===== src/rtl/stagger_te_seq.sv =====
module stagger_te_seq #(
  parameter int NCHAIN = 4,
  parameter int LENW   = 8,
  parameter int PATW   = 4
) (
  input  logic              clk,
  input  logic              rst_n,
  input  logic              start,
  input  logic [LENW-1:0]   shift_len,
  input  logic [PATW-1:0]   num_pat,
  input  logic [1:0]        mode,
  output logic [NCHAIN-1:0] te,
  output logic              shift_en,
  output logic              cap_en,
  output logic              latch_hold,
  output logic              done
);
  localparam int SW = (NCHAIN > 1) ? $clog2(NCHAIN) : 1;
  localparam logic [SW-1:0] LAST = SW'(NCHAIN - 1);

  typedef enum logic [2:0] {S_IDLE, S_SHIFT, S_OFF, S_CAP, S_ON, S_DONE} st_t;

  st_t             st;
  logic [LENW-1:0] cnt, len_q;
  logic [PATW-1:0] pat_left;
  logic [SW-1:0]   step;
  logic            second, loc_q, blk_q, first_q;

  always_ff @(posedge clk or negedge rst_n) begin
    if (!rst_n) begin
      st       <= S_IDLE;
      cnt      <= '0;
      len_q    <= '0;
      pat_left <= '0;
      step     <= '0;
      second   <= 1'b0;
      loc_q    <= 1'b0;
      blk_q    <= 1'b0;
      first_q  <= 1'b0;
    end else begin
      case (st)
        S_IDLE: if (start) begin
          len_q    <= (shift_len == '0) ? LENW'(1) : shift_len;
          cnt      <= (shift_len == '0) ? LENW'(1) : shift_len;
          pat_left <= (num_pat == '0) ? PATW'(1) : num_pat;
          loc_q    <= mode[0];
          blk_q    <= mode[1];
          first_q  <= 1'b1;
          st       <= S_SHIFT;
        end
        S_SHIFT: begin
          if (cnt == LENW'(1)) begin
            st   <= S_OFF;
            step <= '0;
          end else begin
            cnt <= cnt - LENW'(1);
          end
        end
        S_OFF: begin
          if (step == LAST) begin
            st     <= S_CAP;
            second <= 1'b0;
          end else begin
            step <= step + SW'(1);
          end
        end
        S_CAP: begin
          if (loc_q && !second) begin
            second <= 1'b1;
          end else begin
            st   <= S_ON;
            step <= '0;
          end
        end
        S_ON: begin
          if (step == LAST) begin
            if (pat_left == PATW'(1)) begin
              st <= S_DONE;
            end else begin
              pat_left <= pat_left - PATW'(1);
              cnt      <= len_q;
              first_q  <= 1'b0;
              st       <= S_SHIFT;
            end
          end else begin
            step <= step + SW'(1);
          end
        end
        default: st <= S_IDLE;
      endcase
    end
  end

  always_comb begin
    for (int i = 0; i < NCHAIN; i++) begin
      case (st)
        S_OFF:   te[i] = (i > int'(step));
        S_ON:    te[i] = (i <= int'(step));
        S_CAP:   te[i] = 1'b0;
        default: te[i] = 1'b1;
      endcase
    end
  end

  assign shift_en   = (st == S_SHIFT);
  assign cap_en     = (st == S_CAP);
  assign done       = (st == S_DONE);
  assign latch_hold = blk_q && ((st == S_OFF) || (st == S_CAP) || (st == S_ON) ||
                                ((st == S_SHIFT) && !first_q));
endmodule


===== config.mk =====
export PLATFORM = sky130hd
export DESIGN_NAME = stagger_te_seq
export DESIGN_NICKNAME = d
export VERILOG_FILES = /design/src/rtl/stagger_te_seq.sv
export SDC_FILE = /design/constraint.sdc
export NUM_CORES = 1
export LEC_CHECK = 0
export ABC_AREA = 1
export BUFFER_PORTS_ARGS = -buffer_cell sky130_fd_sc_hd__buf_2
export CORE_MARGIN = 1
export CORE_UTILIZATION = 60
export CTS_BUF_LIST = sky130_fd_sc_hd__clkbuf_8
export DETAILED_ROUTE_END_ITERATION = 10
export GPL_ROUTABILITY_DRIVEN = 0
export PLACE_DENSITY = 0.86
export SYNTH_ARGS = -nofsm -noshare
export SYNTH_HDL_FRONTEND = slang
export SYNTH_SLANG_ARGS = --single-unit

===== constraint.sdc =====
create_clock -name clk -period 1.5 [get_ports clk]
set_input_delay 0.075 -clock clk [delete_from_list [all_inputs] [get_ports clk]]
set_output_delay 0.075 -clock clk [all_outputs]
set_load 0.01 [all_outputs]

# [After elaboration in Yosys (flattened, before gate mapping)]
# Index checks and enable logic that the tools add are counted.
[word_totals] mem_count=0 rom_bits=0 ram_bits=0 ff_bits=29 out_inout_bits=8 input_bits=17 latchBits=0 elab_cells=91
[classes] n_div=0 bitwise=0 magnitude_cmp=6 reduce_logical=23 shifts=0 n_eq_ne=17 mux=33 multipliers=0 add_sub_neg=3
[ops] cell="$mux W8" count=5
[ops] cell="$pmux W8 S3" count=1
[ops] cell="$mux W3" count=6
[ops] cell="$mux W4" count=4
[ops] cell="$pmux W3 S5" count=1
[ops] cell="$ne A2 B2 Y1 const B" count=7
[ops] cell="$reduce_and A5 Y1" count=2
[ops] cell="$pmux W1 S3" count=3
[ops] cell="$eq A8 B1 Y1 const B" count=1
[ops] cell="$logic_not A8 Y1" count=1
[ops] cell="$pmux W4 S2" count=1
[ops] cell="$reduce_and A4 Y1" count=2
[ops] cell="$sub A8 B1 Y8 const B" count=1
[ops] cell="$eq A3 B2 Y1 const B" count=2
[ops] cell="$eq A3 B3 Y1 const B" count=2
[ops] cell="$mux W1" count=6
[ops] cell="$mux W2" count=3
[ops] cell="$pmux W2 S3" count=1
[ops] cell="$reduce_bool A3 Y1" count=2
[ops] cell="$eq A4 B1 Y1 const B" count=1
[ops] cell="$gt A2 B2 Y1 const A" count=2
[ops] cell="$le A2 B2 Y1 const A" count=2
[ops] cell="$logic_not A4 Y1" count=1
[ops] cell="$ne A2 B1 Y1 const B" count=2
[ops] cell="15 further kinds" count=23

# [Depth between registers and ports, before layout]
# Gate-level depths: netlist (run 1).
[depth] word_depth=5 depth_mapped=9 depth_no_buf=9

# [Worst setup path before layout (run 1)]
# No wires, ideal clock.
[synth_path] path_kind="flip-flop to flip-flop" start="register step[1]" end="register cnt[7]" path_buffers=0 period_less_slack_ps=1398 arrival_ps=1281 stages_incl_launch_ff=10 setup_ps=116 slack_ps=102 required_ps=1384 cell_sequence="dfrtp_1 ha_1 inv_1 nand3_1 nand2_2 nor2_4 nand2_4 inv_4 nand2_1 nand2_1"
[synth_between] elab_chain_len=3
[synth_lines] item="from (decl)" line="26" rtl="logic [SW-1:0] step;"
[synth_lines] item="from (signal assigned)" line="64" rtl="step <= step + SW'(1);"
[synth_lines] item="from (signal assigned)" line="86" rtl="step <= step + SW'(1);"
[synth_lines] item="$eq A2 B2 Y1" line="76" rtl="if (step == LAST) begin"
[synth_lines] item="$ne A2 B2 Y1 (no source line)"
[synth_lines] item="$reduce_and A5 Y1 (no source line)"
[synth_lines] item="to (signal assigned)" line="44" rtl="cnt <= (shift_len == '0) ? LENW'(1) : shift_len;"
[synth_lines] item="to (signal assigned)" line="56" rtl="cnt <= cnt - LENW'(1);"
[synth_lines] item="to (signal assigned)" line="81" rtl="cnt <= len_q;"
[synth_lines] item="to (decl)" line="24" rtl="logic [LENW-1:0] cnt, len_q;"
# No other way between the ends.
# A chain may end at the register's enable or synchronous reset.

# [Final worst setup path (run 1)]
[layout_path] start="register st[1]" end="output te[3]"
[layout_between] elab_chain_len=2 elab_cells_between_ends=4 classes_between="eq/ne (3); mux (1)"
[layout_lines] item="from (decl)" line="23" rtl="st_t st;"
[layout_lines] item="from (signal assigned)" line="31" rtl="st <= S_IDLE;"
[layout_lines] item="from (signal assigned)" line="49" rtl="st <= S_SHIFT;"
[layout_lines] item="from (signal assigned)" line="53" rtl="st <= S_OFF;"
[layout_lines] item="$eq A3 B2 Y1 or $eq A3 B3 Y1 (tied branches)" line="96" rtl="case (st)"
[layout_lines] item="$pmux W1 S3 (*)" line="96"
[layout_lines] item="to (decl)" line="12" rtl="output logic [NCHAIN-1:0] te,"
# Every way passes the cells marked *; elsewhere a longest branch is shown, timed or not.

==> flow_metrics.tcl, run 1 <==
set metrics [dict create \
    status "finished, violations left" \
    violations "negative setup slack" \
    p_leak_nw 1.28 \
    setup_viol 2 \
    ios 25 \
    crit_chain "nor2_4, nand2_4, buf_6, o211ai_1, buf_2" \
    cp_data_required_time_ns 1.42 \
    yosys-top-cells-count "89 x nand2_1, 30 x inv_1, 29 x dfrtp_1" \
    cpMaxStageDelayCell "dfrtp_2" \
    vdd_ir_drop_max_v 0.00120 \
    die_y_um 58.8 \
    fin_ws_ns -0.0488 \
    max_stage_delay_ns 0.44 \
    synthArstFlopShare 1.00 \
    grt_antenna_before_repair 0 \
    synth_edf_count 0 \
    r2r_cells 9 \
    wl_per_cell_um 14.1 \
    min_path_type "primary input to register" \
    clock-root-buffer "clkbuf_8" \
    max_slew_margin 0.565 \
    drt-vias-per-instance 5.66 \
    p_per_area_nw_per_um2 2220 \
    n_fill_cell 200 \
    htreeDepth 2 \
    startpoint "st[1]$_DFFE_PN0P_" \
    drt-initial-drc-count 131 \
    synthDominantCellAreaShare 0.375 \
    max_freq_mhz 646 \
    grt_max_degree 30 \
    rsz0062_at_grt "true" \
    port_buffers 24 \
    slew_viol_final 0 \
    fp.dieArea_um2 3460 \
    vias 2071 \
    cp_top_family "flip-flops" \
    yosys.cell_count.top_type "nand2_1" \
    end_kind "primary output" \
    synth_top_area_cell "dfrtp_1" \
    nNetsFinal 346 \
    numClockSinks 29 \
    initial_core_util 0.634 \
    gr-usage-all-layers 0.299 \
    synth_area_um2 1930 \
    cts_tree "yes" \
    core_um2 3050 \
    ant_nets 0 \
    placed_cells_incl_taps 348 \
    yosysSeqAreaShare 0.375 \
    yosys_warnings 0 \
    wirelength_um 5180 \
    cts_buffers 5 \
    seq_area_um2 731 \
    multi_input_area_um2 1120 \
    first_global_vias 1827 \
    clk_latency_ns 0.28 \
    endpoint "te[3]" \
    final_layout_size_suffix_gt1_frac 0.342 \
    grt_pass1_wl_um 7830 \
    yosysUniqueCellTypes 30 \
    grt_overflow 0 \
    path_depth 5 \
    avgSynthCellArea_um2 7.22 \
    n_antenna_cell 0 \
    syn_nets 292 \
    drc 0 \
    synth_area_leaders "dfrtp_1 38%, nand2_1 17%, inv_1 5.8%" \
    post-route-period-util 1.03 \
    worst-setup-path-type "register to primary output" \
    synthFlopType "dfrtp_1" \
    worstPathArrival_ns 1.47 \
    timing.rr.start "st[1]$_DFFE_PN0P_" \
    start_kind "register" \
    clk_pin_slew_ns 0.06 \
    crit_fanout 5 \
    fp-row-count 20 \
    reg2reg_setup_slack_ns 0 \
    synth_seq_cells 29 \
    finalPower_mw 5.53 \
    area_growth_syn_to_layout_pct 28.7 \
    cp_num_buf_inv 2 \
    fin_cells 366 \
    die_x_um 58.8 \
    clk_path_buf_depth 2 \
    maxCapViolCount 0 \
    finClkSkew_ns 0.00734 \
    rr_endpoint "cnt[4]$_DFFE_PN0P_" \
    syn_inst 268 \
    drtPass1Iterations 5 \
    min_period_ns 1.55 \
    max_slew.worst_pin.slew_ns 0.652 \
    final-hold-violation-count 0 \
    dpl.hpwl_um 3270 \
]
==> final cells by class <==
| cell class | count | area share |
|---|---|---|
| multi-input cells | 198 | 0.449 |
| clock inverters | 1 | 0.00151 |
| well taps | 44 | 0.0221 |
| repair buffers | 50 | 0.136 |
| inverters | 38 | 0.0643 |
| flip-flops and latches | 29 | 0.293 |
| clock buffers | 6 | 0.0332 |
==> sequential cells by signal (all words and copies together) (netlist names) <==
signal    flops
st            3
cnt           8
pat_left      4
first_q       1
blk_q         1
len_q         8
loc_q         1
second        1
step          2
==> logic make-up (layout without fill, tap and decap cells) <==
family,Yosys count,in the layout,share of synthesized area
AO/OA/AOI/OAI,41,41,0.136
adder cells (fa/ha/maj),7,7,0.0453
buffers and inverters,41,95,0.0906
flip-flops,29,29,0.375
AND/OR/NAND/NOR,150,150,0.353
==> worst reg2reg max path, stage by stage (launching register included) <==
cell and delay (ns):
dfrtp_2 0.44, nor2_4 0.15, nand2_4 0.10, buf_4 0.16, nor2_2 0.14, nor2_4 0.07, nand2_4 0.12, inv_6 0.07
nand2_1 0.08, nand2_1 0.06
==> report_power, final <==
part / leakage, nW / internal, mW / total (mW) / switching [mW]
clock network: 0.0485 / 0.356 / 0.639 / 0.283
registers: 0.354 / 1.17 / 1.45 / 0.285
logic: 0.877 / 1.33 / 3.44 / 2.11
total: 1.28 / 2.85 / 5.53 / 2.68
==> per-layer routing <==
layer  part of all wire  global-route usage  routed length [um]
met3              0.072              0.0725                 372
met4              0.014               0.119                  73
met2               0.48               0.481                2480
met1               0.43               0.388                2250
met5                  0                   0                   0
==> stage by stage <==
step / setup slack [ns] / setup TNS [ns] / utilization / area (um2) / hold WS, ns
2_1_floorplan: 0.102 / 0 / - / 1930 / -0.221
3_3_place_gp: 0.0430 / 0 / 0.718 / 2190 / 0.134
3_5_place_dp: 0.0356 / 0 / 0.718 / 2190 / 0.141
4_1_cts: 0.000500 / 0 / 0.780 / 2380 / 0.0114
5_1_grt: -0.0579 / -0.421 / 0.816 / 2490 / 0.0305
6_report: -0.0488 / -0.0521 / 0.816 / 2490 / 0.0111
==> how the worst min path moves through the flow <==
| stage | startpoint | to | slack, ns | depth (start not counted) |
|---|---|---|---|---|
| after floorplan | rst_n | blk_q$_DFFE_PN0P_ | -0.22 | 0 |
| after global placement | rst_n | pat_left[2]$_DFFE_PN0P_ | 0.13 | 1 |
| after detailed placement | rst_n | pat_left[2]$_DFFE_PN0P_ | 0.14 | 1 |
| after CTS | mode[0] | loc_q$_DFFE_PN0P_ | 0.01 | 3 |
| final | mode[0] | loc_q$_DFFE_PN0P_ | 0.01 | 3 |
| after global routing | mode[1] | blk_q$_DFFE_PN0P_ | 0.03 | 3 |
==> placed cells by master, fill, tap and decap left out, types with 2 or more instances in the layout <==
cell | netlist | final
a21oi_1 | 5 | 4
buf_2 | 0 | 23
buf_4 | 1 | 21
buf_6 | 2 | 5
clkbuf_8 | 0 | 6
dfrtp_1 | 29 | 25
dfrtp_2 | 0 | 4
ha_1 | 7 | 5
ha_2 | 0 | 2
inv_1 | 30 | 28
inv_2 | 7 | 5
inv_4 | 1 | 5
nand2_1 | 89 | 84
nand2_2 | 5 | 8
nand2_4 | 1 | 3
nand3_1 | 19 | 16
nand3_2 | 0 | 2
nand3_4 | 1 | 2
nand4_1 | 5 | 5
nor2_1 | 18 | 13
nor2_2 | 5 | 7
nor2_4 | 2 | 5
o211ai_1 | 5 | 5
o21ai_0 | 18 | 16
o21ai_1 | 1 | 2
o21ai_2 | 5 | 6
o21bai_1 | 3 | 3
or2_2 | 2 | 2
==> timing repair <==
| action | in CTS | in global routing |
|---|---|---|
| hold buffers | 1 | 0 |
| hold endpoints to repair | 29 | 0 |
| pin swaps | 2 | 12 |
| setup endpoints to repair | 4 | 23 |
| gates resized for setup | 13 | 31 |
| buffers inserted | 7 | 3 |
(Power assumes the default switching activity.)
==> run 2, diff against run 1 <==
--- a/config.mk
+++ b/config.mk
@@ -5,14 +5,13 @@
 export SDC_FILE = /design/constraint.sdc
 export NUM_CORES = 1
 export LEC_CHECK = 0
-export ABC_AREA = 1
 export BUFFER_PORTS_ARGS = -buffer_cell sky130_fd_sc_hd__buf_2
 export CORE_MARGIN = 1
-export CORE_UTILIZATION = 60
+export CORE_UTILIZATION = 59
 export CTS_BUF_LIST = sky130_fd_sc_hd__clkbuf_8
 export DETAILED_ROUTE_END_ITERATION = 10
 export GPL_ROUTABILITY_DRIVEN = 0
-export PLACE_DENSITY = 0.86
+export PLACE_DENSITY = 0.85
 export SYNTH_ARGS = -nofsm -noshare
 export SYNTH_HDL_FRONTEND = slang
 export SYNTH_SLANG_ARGS = --single-unit
==> run 2 against run 1 <==
  * The flow now stops in global routing (5_1_grt)
  * Synthesized cell count is 29% lower
  * Synthesized area is 4.6% lower
==> flow_metrics.tcl, run 2 <==
set metrics [dict create \
    yosys.cell_count.top_type "dfrtp_1" \
    synth_edf_count 0 \
    dpl.hpwl_um 3580 \
    initial_core_util 0.647 \
    numClockSinks 29 \
    port_buffers 24 \
    clk_path_buf_depth 2 \
    worst_path_end_type "top-level output" \
    place_area_um2 2300 \
    place_ws_ns -0.229 \
    synth_area_um2 1850 \
    synth_seq_cells 29 \
    firstError "[ERROR DPL-0038] Utilization greater than 100%, impossible to legalize" \
    cts_buffers 5 \
    fp-row-count 19 \
    synth_area_leaders "dfrtp_1 39%, mux2_2 6.1%, ha_1 4.7%" \
    yosysSeqAreaShare 0.393 \
    ios 25 \
    synthArstFlopShare 1.00 \
    clock-root-buffer "clkbuf_8" \
    syn_nets 214 \
    grt_max_degree 30 \
    yosys_warnings 0 \
    lastStage "global routing (5_1_grt)" \
    yosys-top-cells-count "29 x dfrtp_1, 17 x nor2_1, 16 x a21oi_1" \
    avgSynthCellArea_um2 9.71 \
    synthFlopType "dfrtp_1" \
    status "stopped before the end" \
    yosysUniqueCellTypes 47 \
    die_y_um 57.9 \
    worstEndpointGrtRepair "latch_hold" \
    synth_top_area_cell "dfrtp_1" \
    syn_inst 190 \
    htreeDepth 2 \
    die_x_um 57.9 \
    synthDominantCellAreaShare 0.393 \
]
-- run 2: repair_timing --
item	in CTS
cloned	0
setup endpoints to repair	35
pin swaps	12
setup buffers	14
gates resized for setup	51
hold buffers	1
hold endpoints to repair	29
-- run 2: kinds of logic after synthesis --
| kind of cell | share of synthesized area |
|---|---|
| fa+ha+maj | 0.0475 |
| mux | 0.0834 |
| simple gates | 0.181 |
| buf+inv | 0.0515 |
| flops | 0.393 |
| compound gates | 0.243 |
-- run 2: stage by stage --
stage	instances	hold slack, ns	util	TNS (ns)
floorplan	190	-0.221	-	-2.09
global placement	278	0.130	0.805	-2.82
detailed placement	278	0.142	0.805	-4.09
CTS	301	0.0259	0.967	-4.46
==> run 3, diff against run 2 <==
--- a/config.mk
+++ b/config.mk
@@ -7,11 +7,10 @@
 export LEC_CHECK = 0
 export BUFFER_PORTS_ARGS = -buffer_cell sky130_fd_sc_hd__buf_2
 export CORE_MARGIN = 1
-export CORE_UTILIZATION = 59
-export CTS_BUF_LIST = sky130_fd_sc_hd__clkbuf_8
+export CORE_UTILIZATION = 40
 export DETAILED_ROUTE_END_ITERATION = 10
 export GPL_ROUTABILITY_DRIVEN = 0
-export PLACE_DENSITY = 0.85
+export PLACE_DENSITY_LB_ADDON = 0.15
 export SYNTH_ARGS = -nofsm -noshare
 export SYNTH_HDL_FRONTEND = slang
 export SYNTH_SLANG_ARGS = --single-unit
==> run 3 against run 2 <==
  * The flow now finishes, with violations (negative setup slack)
  * Synthesized area stayed put
  * Synthesized cell count stayed put
==> flow_metrics.tcl, run 3 <==
set metrics [dict create \
    grt_antenna_before_repair 0 \
    wirelength_um 6370 \
    p_per_area_nw_per_um2 2180 \
    final-hold-violation-count 0 \
    crit_fanout 4 \
    max_stage_delay_ns 0.41 \
    yosysUniqueCellTypes 47 \
    cp_data_required_time_ns 1.42 \
    core_um2 4380 \
    end_kind "primary output" \
    synth_edf_count 0 \
    drtPass1Iterations 4 \
    final_common_cell "buf_4" \
    fin_cells 338 \
    maxCapViolCount 0 \
    cts_tree "yes" \
    final_cell_mix "51 x buf_4, 28 x dfrtp_1, 22 x buf_6" \
    nNetsFinal 309 \
    cp_top_family "simple AND/OR/NAND/NOR gates" \
    yosysSeqAreaShare 0.393 \
    yosys_warnings 0 \
    port_buffers 24 \
    cpMaxStageDelayCell "dfrtp_1" \
    cts_buffers 5 \
    yosys.cell_count.top_type "dfrtp_1" \
    numClockSinks 29 \
    wl_per_cell_um 18.8 \
    synth_area_um2 1850 \
    place_ws_ns -0.213 \
    drc 0 \
    syn_inst 190 \
    drt-initial-drc-count 182 \
    die_x_um 69.9 \
    grt_overflow 0 \
    drt-vias-per-instance 5.83 \
    top_regs "cnt (8), len_q (8), pat_left (4)" \
    worst_hold_slack_ns 0.0314 \
    syn_nets 214 \
    grt_max_degree 30 \
    rsz0062_at_grt "true" \
    cp_common_cell "buf_6" \
    start_kind "register" \
    placed_cells_incl_taps 302 \
    fin_ws_ns -0.250 \
    max_freq_mhz 571 \
    synthArstFlopShare 1.00 \
    min_path_type "primary input to register" \
    clock-root-buffer "clkbuf_8" \
    final_layout_size_suffix_gt1_frac 0.591 \
    yosys-top-cells-count "29 x dfrtp_1, 17 x nor2_1, 16 x a21oi_1" \
    crit_chain "buf_6, or3b_4, buf_6, o21ai_2, and2_1, buf_2" \
    status "finished, violations left" \
    p_leak_nw 1.37 \
    max_slew_margin 0.544 \
    clk_path_buf_depth 2 \
    gr-usage-all-layers 0.262 \
    fp-row-count 24 \
    area_growth_syn_to_layout_pct 69.5 \
    n_antenna_cell 0 \
    initial_core_util 0.421 \
    synth_seq_cells 29 \
    synth_area_leaders "dfrtp_1 39%, mux2_2 6.1%, ha_1 4.7%" \
    max_slew.worst_pin.slew_ns 0.684 \
    violations "negative setup slack" \
    clk_latency_ns 0.28 \
    synthDominantCellAreaShare 0.393 \
    finClkSkew_ns 0.00504 \
    dpl.hpwl_um 3640 \
    finalPower_mw 6.82 \
    grt_pass1_wl_um 10200 \
    die_y_um 69.9 \
    post-route-period-util 1.17 \
    cp_num_buf_inv 3 \
    worst-setup-path-type "register to primary output" \
    vias 1970 \
    fp.dieArea_um2 4890 \
    htreeDepth 2 \
    first_global_vias 2081 \
    synthFlopType "dfrtp_1" \
    ant_nets 0 \
    clk_pin_slew_ns 0.06 \
    vdd_ir_drop_max_v 0.00108 \
    min_period_ns 1.75 \
    worstPathArrival_ns 1.68 \
    slew_viol_final 0 \
    ios 25 \
    avgSynthCellArea_um2 9.71 \
    setup_viol 35 \
    synth_top_area_cell "dfrtp_1" \
]
[run 3: area by class of cell]
class / instances / area [um2]
multi-input combinational: 139 / 1390
timing repair buffer: 98 / 806
tap: 52 / 65.1
inverter: 12 / 52.6
sequential: 29 / 727
clock buffer: 5 / 68.8
clock inverter: 3 / 17.5
fill: 290 / 1260
[run 3: per-stage QoR]
| step | utilization | instance area, um2 | TNS [ns] |
|---|---|---|---|
| floorplan | - | 1870 | -2.09 |
| global placement | 0.532 | 2330 | -3.19 |
| detailed placement | 0.532 | 2330 | -3.65 |
| CTS | 0.656 | 2880 | -3.84 |
| global route | 0.713 | 3130 | -7.41 |
| finish | 0.713 | 3130 | -5.55 |
[run 3: report_power, final]
group / total (mW) / internal (mW) / leakage (nW) / switching (mW)
combinational: 4.60 / 2.47 / 0.979 / 2.13
sequential: 1.57 / 1.17 / 0.350 / 0.406
clock: 0.644 / 0.320 / 0.0439 / 0.325
total: 6.82 / 3.96 / 1.37 / 2.86
[run 3: cell families after synthesis]
group,Yosys count,share of synthesized area
adder cells (fa/ha/maj),7,0.0475
buffers and inverters,22,0.0515
flip-flops,29,0.393
multiplexers,14,0.0834
AND/OR/NAND/NOR,56,0.181
AO/OA/AOI/OAI,62,0.243
[run 3: per-layer routing]
layer | wire length (um) | share of wire | global-route usage | up-vias
li1 | - | - | - | 905
met1 | 2690 | 0.42 | 0.354 | 988
met2 | 3230 | 0.51 | 0.422 | 59
met3 | 273 | 0.043 | 0.0375 | 18
met4 | 180 | 0.028 | 0.109 | 0
met5 | 0 | 0 | 0 | -
[run 3: what timing repair did]
action | 4_1_cts | 5_1_grt
pin swaps | 19 | 16
hold buffers | 1 | 0
cloned | 1 | 0
endpoints found under the hold margin | 29 | 0
endpoints found under the setup margin | 33 | 37
resized for setup | 67 | 41
setup buffers | 19 | 9
[run 3: worst paths after layout]
check,slack [ns],startpoint,cells after the start,to
min reg2reg,0.48,first_q$_DFFE_PN0P_,1,first_q$_DFFE_PN0P_
max,-0.25,st[0]$_DFFE_PN0P_,6,latch_hold
min in group asynchronous,0.36,rst_n,2,step[0]$_DFFE_PN0P_
min,0.03,mode[1],2,blk_q$_DFFE_PN0P_
max reg2reg,-0.23,st[2]$_DFFE_PN0P_,7,cnt[7]$_DFFE_PN0P_
max in group asynchronous,0.66,rst_n,2,st[1]$_DFFE_PN0P_
[run 3: worst register-to-register path, cell delays in order (launching register included)]
cell       delay, ns
dfrtp_1         0.41
buf_4           0.19
nor3b_4         0.16
buf_4           0.15
buf_4           0.13
buf_4           0.17
a221oi_4        0.29
o2bb2ai_1       0.10
